`src/rtl/bcm_pkg.sv`:
```
package bcm_pkg;
    typedef enum logic [2:0] {
        ST_IDLE,
        ST_ADDR,
        ST_ASTB,
        ST_STRB_A,
        ST_WAIT,
        ST_RELEASE
    } bcm_state_e;

    typedef enum logic [1:0] {
        RSP_OK     = 2'd0,
        RSP_ERR    = 2'd1,
        RSP_RETRY  = 2'd2,
        RSP_REJECT = 2'd3
    } bcm_status_e;

    localparam logic [2:0] SZ_BYTE = 3'd0;
    localparam logic [2:0] SZ_HALF = 3'd1;
    localparam logic [2:0] SZ_TRI  = 3'd2;
    localparam logic [2:0] SZ_WORD = 3'd3;

    localparam int TERM_N = 3;   // dtack, berr, retry
endpackage

```
`src/rtl/bcm_term_sync.sv`:
```
module bcm_term_sync #(
    parameter int W = 3
) (
    input  logic         clk,
    input  logic         rst_n,
    input  logic [W-1:0] d,
    output logic [W-1:0] q
);
    for (genvar i = 0; i < W; i++) begin : g_bit
        logic s1, s2;
        always_ff @(posedge clk or negedge rst_n) begin
            if (!rst_n) begin
                s1 <= 1'b0;
                s2 <= 1'b0;
            end else begin
                s1 <= d[i];
                s2 <= s1;
            end
        end
        assign q[i] = s2;
    end
endmodule

```
`src/rtl/bcm_lane_decode.sv`:
```
module bcm_lane_decode
    import bcm_pkg::*;
#(
    parameter int MOD_W = 6
) (
    input  logic [2:0]       size,
    input  logic             a0,
    input  logic             a1,
    input  logic [MOD_W-1:0] mod,
    input  logic             lead_upper,
    output logic             legal,
    output logic [1:0]       ds_mask,
    output logic [1:0]       lead_mask,
    output logic             lword,
    output logic             a01
);
    logic size_ok, mod_ok;

    always_comb begin
        size_ok = 1'b1;
        ds_mask = 2'b00;
        lword   = 1'b0;
        a01     = a1;
        unique case (size)
            SZ_BYTE: ds_mask = a0 ? 2'b01 : 2'b10;
            SZ_HALF: ds_mask = 2'b11;
            SZ_TRI: begin
                ds_mask = a0 ? 2'b01 : 2'b10;
                lword   = 1'b1;
                a01     = 1'b0;
            end
            SZ_WORD: begin
                ds_mask = 2'b11;
                lword   = 1'b1;
                a01     = 1'b0;
            end
            default: size_ok = 1'b0;
        endcase
        // wide-address and 64-bit data modifiers are not single cycles
        mod_ok = !(mod inside {6'h00, 6'h01, 6'h03, 6'h04, 6'h08, 6'h0C,
                               6'h20, 6'h21, 6'h34, 6'h35, 6'h37, 6'h38, 6'h3C});
        legal     = size_ok && mod_ok;
        lead_mask = (ds_mask == 2'b11) ? (lead_upper ? 2'b10 : 2'b01) : ds_mask;
    end
endmodule

```
`src/rtl/bus_cycle_master.sv`:
```
module bus_cycle_master
    import bcm_pkg::*;
#(
    parameter int ADDR_W  = 32,
    parameter int DATA_W  = 32,
    parameter int MOD_W   = 6,
    parameter int TMO_CYC = 64
) (
    input  logic              clk,
    input  logic              rst_n,
    input  logic              pipe_en,
    input  logic              cmd_valid,
    output logic              cmd_ready,
    input  logic [ADDR_W-1:0] cmd_addr,
    input  logic [MOD_W-1:0]  cmd_mod,
    input  logic [2:0]        cmd_size,
    input  logic              cmd_write,
    input  logic              cmd_lead_upper,
    input  logic [DATA_W-1:0] cmd_wdata,
    output logic              rsp_valid,
    output logic [1:0]        rsp_status,
    output logic [DATA_W-1:0] rsp_rdata,
    output logic [ADDR_W-1:1] bus_addr,
    output logic [MOD_W-1:0]  bus_mod,
    output logic              bus_lword,
    output logic              bus_iack,
    output logic              bus_as,
    output logic              bus_write,
    output logic [1:0]        bus_ds,
    output logic [DATA_W-1:0] bus_wdata,
    output logic              bus_data_oe,
    input  logic [DATA_W-1:0] bus_rdata,
    input  logic              bus_dtack,
    input  logic              bus_berr,
    input  logic              bus_retry
);
    localparam int TMO_W = $clog2(TMO_CYC + 1);

    bcm_state_e        state, state_nx;
    logic [ADDR_W-1:0] c_addr;
    logic [MOD_W-1:0]  c_mod;
    logic [2:0]        c_size;
    logic              c_write, c_lead;
    logic [DATA_W-1:0] c_wdata;
    logic              pend;
    logic [TMO_W-1:0]  tmo;
    logic              tmo_hit;
    logic [TERM_N-1:0] term_s;
    logic              t_ack, t_err, t_rty, any_term;
    logic              accept;

    logic       in_legal, cur_legal;
    logic [1:0] in_mask, in_lead, cur_mask, cur_lead;
    logic       in_lw, in_a01, cur_lw, cur_a01;

    bcm_term_sync #(.W(TERM_N)) i_sync (
        .clk(clk), .rst_n(rst_n),
        .d({bus_retry, bus_berr, bus_dtack}), .q(term_s)
    );
    assign {t_rty, t_err, t_ack} = term_s;
    assign any_term = |term_s;

    bcm_lane_decode #(.MOD_W(MOD_W)) i_dec_in (
        .size(cmd_size), .a0(cmd_addr[0]), .a1(cmd_addr[1]), .mod(cmd_mod),
        .lead_upper(cmd_lead_upper), .legal(in_legal), .ds_mask(in_mask),
        .lead_mask(in_lead), .lword(in_lw), .a01(in_a01)
    );

    bcm_lane_decode #(.MOD_W(MOD_W)) i_dec_cur (
        .size(c_size), .a0(c_addr[0]), .a1(c_addr[1]), .mod(c_mod),
        .lead_upper(c_lead), .legal(cur_legal), .ds_mask(cur_mask),
        .lead_mask(cur_lead), .lword(cur_lw), .a01(cur_a01)
    );

    assign accept  = cmd_valid && cmd_ready;
    assign tmo_hit = (tmo == TMO_W'(TMO_CYC - 1));

    // next-state logic
    always_comb begin
        state_nx = state;
        unique case (state)
            ST_IDLE:    if (accept && in_legal) state_nx = ST_ADDR;
            ST_ADDR:    state_nx = ST_ASTB;
            ST_ASTB:    if (!any_term) state_nx = ST_STRB_A;
            ST_STRB_A:  state_nx = ST_WAIT;
            ST_WAIT:    if (any_term || tmo_hit) state_nx = ST_RELEASE;
            ST_RELEASE: if (!any_term) begin
                if (pend)                       state_nx = ST_ASTB;
                else if (accept && in_legal)    state_nx = ST_ADDR;
                else                            state_nx = ST_IDLE;
            end
            default:    state_nx = ST_IDLE;
        endcase
    end

    // state register and datapath
    always_ff @(posedge clk or negedge rst_n) begin
        if (!rst_n) begin
            state      <= ST_IDLE;
            c_addr     <= '0;
            c_mod      <= '0;
            c_size     <= SZ_BYTE;
            c_write    <= 1'b0;
            c_lead     <= 1'b0;
            c_wdata    <= '0;
            pend       <= 1'b0;
            tmo        <= '0;
            rsp_valid  <= 1'b0;
            rsp_status <= RSP_OK;
            rsp_rdata  <= '0;
        end else begin
            state     <= state_nx;
            rsp_valid <= 1'b0;
            if (accept && in_legal) begin
                c_addr  <= cmd_addr;
                c_mod   <= cmd_mod;
                c_size  <= cmd_size;
                c_write <= cmd_write;
                c_lead  <= cmd_lead_upper;
                c_wdata <= cmd_wdata;
            end
            if (accept && !in_legal) begin
                rsp_valid  <= 1'b1;
                rsp_status <= RSP_REJECT;
                rsp_rdata  <= '0;
            end
            if (state == ST_RELEASE && state_nx != ST_RELEASE)
                pend <= 1'b0;
            else if (state == ST_RELEASE && accept && in_legal)
                pend <= 1'b1;
            tmo <= (state == ST_WAIT) ? tmo + 1'b1 : '0;
            if (state == ST_WAIT && state_nx == ST_RELEASE) begin
                rsp_valid <= 1'b1;
                if (t_rty)      rsp_status <= RSP_RETRY;
                else if (t_err) rsp_status <= RSP_ERR;
                else if (t_ack) rsp_status <= RSP_OK;
                else            rsp_status <= RSP_ERR;
                rsp_rdata <= (t_ack && !t_err && !t_rty && !c_write) ? bus_rdata : '0;
            end
        end
    end

    // outputs
    always_comb begin
        cmd_ready   = (state == ST_IDLE) || (state == ST_RELEASE && pipe_en && !pend);
        bus_as      = 1'b0;
        bus_write   = 1'b0;
        bus_data_oe = 1'b0;
        bus_ds      = 2'b00;
        unique case (state)
            ST_IDLE, ST_ADDR, ST_RELEASE: ;
            ST_ASTB: begin
                bus_as = 1'b1; bus_write = c_write; bus_data_oe = c_write;
            end
            ST_STRB_A: begin
                bus_as = 1'b1; bus_write = c_write; bus_data_oe = c_write;
                bus_ds = cur_lead;
            end
            ST_WAIT: begin
                bus_as = 1'b1; bus_write = c_write; bus_data_oe = c_write;
                bus_ds = cur_mask;
            end
            default: ;
        endcase
    end

    assign bus_addr  = {c_addr[ADDR_W-1:2], cur_a01};
    assign bus_mod   = c_mod;
    assign bus_lword = cur_lw;
    assign bus_iack  = 1'b0;
    assign bus_wdata = c_wdata;

    // R9 decode of the held command is always legal by the time it is driven
    a_r9_held_cmd_legal: assert property (@(posedge clk) disable iff (!rst_n)
        bus_as |-> cur_legal);

    a_r1_addr_before_as: assert property (@(posedge clk) disable iff (!rst_n)
        $rose(bus_as) |-> ($stable(bus_addr) && $stable(bus_mod) && $stable(bus_lword)));

    a_r10_addr_stable_under_as: assert property (@(posedge clk) disable iff (!rst_n)
        (bus_as && $past(bus_as)) |-> $stable(bus_addr));

    a_r2_write_steady: assert property (@(posedge clk) disable iff (!rst_n)
        (|bus_ds) |-> (bus_as && $stable(bus_write)));

    a_r3_interlock: assert property (@(posedge clk) disable iff (!rst_n)
        $rose(|bus_ds) |-> ($past(term_s) == '0));

    a_r5_single_lead: assert property (@(posedge clk) disable iff (!rst_n)
        ($past(bus_ds) == 2'b00) |-> (bus_ds != 2'b11));

    a_r6_release_together: assert property (@(posedge clk) disable iff (!rst_n)
        $fell(bus_as) |-> (bus_ds == 2'b00 && rsp_valid));
endmodule

```
`config.mk`:
```
export PLATFORM = sky130hd
export DESIGN_NAME = bus_cycle_master
export DESIGN_NICKNAME = d
export VERILOG_FILES = /design/src/rtl/bcm_pkg.sv /design/src/rtl/bcm_term_sync.sv /design/src/rtl/bcm_lane_decode.sv /design/src/rtl/bus_cycle_master.sv
export SDC_FILE = /design/constraint.sdc
export NUM_CORES = 1
export LEC_CHECK = 0
export ABC_AREA = 1
export BUFFER_PORTS_ARGS = -buffer_cell sky130_fd_sc_hd__buf_2
export CAP_MARGIN = 10
export CORE_ASPECT_RATIO = 1.2
export CORE_MARGIN = 5
export CORE_UTILIZATION = 52
export DETAILED_ROUTE_END_ITERATION = 7
export PLACE_DENSITY = 0.9
export SLEW_MARGIN = 30
export SYNTH_ARGS = -nofsm -noshare
export SYNTH_HDL_FRONTEND = slang
export SYNTH_SLANG_ARGS = --single-unit
```
`constraint.sdc`:
```
create_clock -name clk -period 3.2 [get_ports clk]
set_input_delay 0.64 -clock clk [delete_from_list [all_inputs] [get_ports clk]]
set_output_delay 0.64 -clock clk [all_outputs]
set_load 0.01 [all_outputs]
```
==> summary.txt <==
Pwr
  – Pwr Total: 6.43 mW
  – PD cells: 886 nW/µm²
  – Leakage: roughly 4.3 nW
  – Maximum vdd drop: between 600 and 700 µV

Setup path
  – Max stage delay on crit path: 420 ps
  – Slowest cell on the critical path: dfrtp_1
  – CP max FO: 6
  – R2R setup slack: between 1000 and 1500 ps
  – CP dominant cell by count: nand2_1
  – Critical path capture point type: primary output
  – Reg2Reg Depth: 9
  – Crit-path cells: nor2_1, nand2_1, nand2_1, inv_1, nor3_1, buf_2
  – RR Startpoint: state[1]
  – Reg-to-reg endpoint: c_addr[14]
  – Req. time, crit path: roughly 2600 ps
  – Worst Path Arrival: approximately 1800 ps
  – Critical path type: register to primary output
  – Nature of the critical path startpoint: register

Timing
  – Fin crit share: 75.9%
  – Final Max Tran Viols: 0
  – Worst setup margin: 771 ps
  – Final Critical Period: 2430 ps
  – Setup Viol. Count Final: 0
  – Layout Skew: just under 8 ps
  – Slew @ Worst Pin: 711 ps
  – Setup TNS: 0 ps
  – RSZ-0062 raised after global routing: false
  – Highest clock rate: around 0.41 GHz
  – Relative slew slack: roughly 53%
  – Final Hold Fails: 0

Finish
  – Layout cells sized above 1: between 30% and 40%
  – Finished Layout Cells: between 900 and 1000
  – Area grow syn2layout: 32.7%
  – Nets: 922
  – Cell area after layout: 7260 µm²
  – Antenna Cells: 0

Die
  – Die area: about 13000 µm²
  – I/O pin total: about 230
  – Rows: 41
  – Total core area: approximately 10000 µm²
  – Die H: 122 µm
  – Initial Utilization: between 50 and 60%
  – Die Width: slightly above 100 µm

Global route
  – Total GRT Usage: 21.7%
  – Pin count of the biggest net entering global routing: between 60 and 70
  – Initial antenna violation count: 0
  – First-pass GRT wire length: roughly 22000 µm
  – Number of global-route vias before repair: 4561
  – Gr ovfl total: 0

Placed design
  – Placed insts: slightly above 900
  – PortBufs: 224
  – Post-DP HPWL: 9970 µm
  – Setup slack at placement: 820 ps
  – Placed instance area: approximately 6600 µm²
  – Placer Congestion: 0.825

Route
  – Vias post-DR: between 4000 and 5000
  – Vias per cell: between 4 and 5
  – Pre-antenna DRT Iters: 4
  – Wirelength per Cell: around 14 µm
  – Drt first-iter violations: 221
  – Number of remaining DRC errors: 0
  – Routed wire length: between 10000 and 15000 µm
  – Antenna viol nets, final: 0

Clock network
  – Post-CTS resize count: 0
  – Clock Path Buffers: 2
  – Postcts setup bufs: 0
  – H-Tree Depth: 4
  – Skew-Pair Late Insertion Delay: a little over 400 ps
  – Root buffer cell: clkbuf_16
  – Hold Buf Count CTS: 0
  – CTS tree: built
  – Clock slew at reported path FFs: roughly 60 ps
  – Sink Count: 127
  – Num CTS Buffers: 17

Logic synthesis
  – Top cells by area, synth: dfrtp_1 (58%), nand2_1 (9.7%), o21ai_2 (7.2%)
  – Count of different cell masters after synthesis: 31
  – Yosys warnings: 0
  – Synth Area per Inst: just over 9 µm²
  – Synth Instances: around 600
  – FF+latch count, synth: around 130
  – Post-synth top area cell: dfrtp_1
  – Syn Std Cell Area: about 5500 µm²
  – Synthesized Nets: ~700
  – Seq/Total Area, Yosys: 58.1%
  – Synth top area share: between 50% and 60%

Worst hold path
  – HP Class: primary input to asynchronous set/reset pin

Job
  – MaxCap Viol Count: 0

Run status
  – Status: finished clean
## worst max-delay path: cells and delay by family (launching register included)
| family | cells | cell delay, ps |
|---|---|---|
| and+or+nand+nor | 4 | 710 |
| DFF | 1 | 420 |
| buffers and inverters | 2 | 250 |
## state kept, by name, summed over array words and instances, names as in the netlist
register         count
bus_mod              6
bus_wdata           32
c_addr              32
c_lead               1
c_size               3
c_write              1
i_sync.g_bit.s1      3
i_sync.g_bit.s2      3
pend                 1
rsp_rdata           32
rsp_status           2
rsp_valid            1
state                3
tmo                  7
## cells in the mapped netlist, drive strengths merged
cell    number
inv         97
clkbuf       3
nor3         6
nor3b        1
o21ai       79
nor2        12
nand4        3
nand2      145
nor4         1
conb         1
dfrtp      127
a21oi        4
a31oi        1
a21boi       1
xnor2        1
ha           1
nand3b       1
buf         28
or2          2
nand3       73
## metal layers
layer  global-route usage [%]  wire, µm  up-vias
met4                     6.97       223        0
met1                     26.2      5470     2155
li1                         -         -     2282
met3                     7.47      1100       20
met5                        0         0        -
met2                     36.6      6780      203
## cell type report
class	instances	area, µm²
clock buffers	17	425
multi-input cells	332	1690
repair buffers	232	1220
fillers	810	3150
well taps	129	161
clock inverters	14	215
flip-flops and latches	127	3180
inverters	97	364
## stage by stage
step | hold WS (ps) | util, %
after floorplan | 331 | -
after CTS | 307 | 69.7
after global placement | 333 | 63.6
after global routing | 325 | 69.7
after detailed placement | 336 | 63.6
final | 287 | 69.7
## cell usage in the layout (no fill, tap or decap), types with 6 or more instances in the layout
| cell type | instances |
|---|---|
| clkbuf_16 | 17 |
| inv_1 | 93 |
| nand2_1 | 142 |
| nor2_1 | 11 |
| buf_4 | 6 |
| buf_2 | 223 |
| o21ai_2 | 45 |
| o21ai_1 | 29 |
| dfrtp_1 | 127 |
| nand3_1 | 72 |
## kinds of logic after synthesis
| logic type | after synthesis | synth area share [%] |
|---|---|---|
| simple gates | 244 | 19.5 |
| buf+inv | 128 | 11.1 |
| flops | 127 | 58.1 |
| compound gates | 85 | 10.9 |
| xor+xnor | 1 | 0.160 |
| fa+ha+maj | 1 | 0.229 |
| other cells | 1 | 0.0685 |
## power by group
group | leakage, nW | switching [mW] | internal, mW
Sequential | 1.64 | 0.314 | 2.12
Clock | 0.309 | 0.693 | 1.38
Combinational | 2.33 | 1.14 | 0.782
Total | 4.28 | 2.15 | 4.28
## worst max-delay path by stage
stage	cells after the start	endpoint	slack, ps	from
after floorplan	7	bus_write	1300	state[0]
after global placement	10	c_addr[19]	860	cmd_mod[4]
after detailed placement	10	c_addr[14]	820	cmd_mod[4]
after CTS	6	bus_ds[0]	730	state[0]
after global routing	6	bus_ds[0]	590	state[0]
final	6	bus_ds[0]	770	state[1]
(Power assumes the default switching activity.)
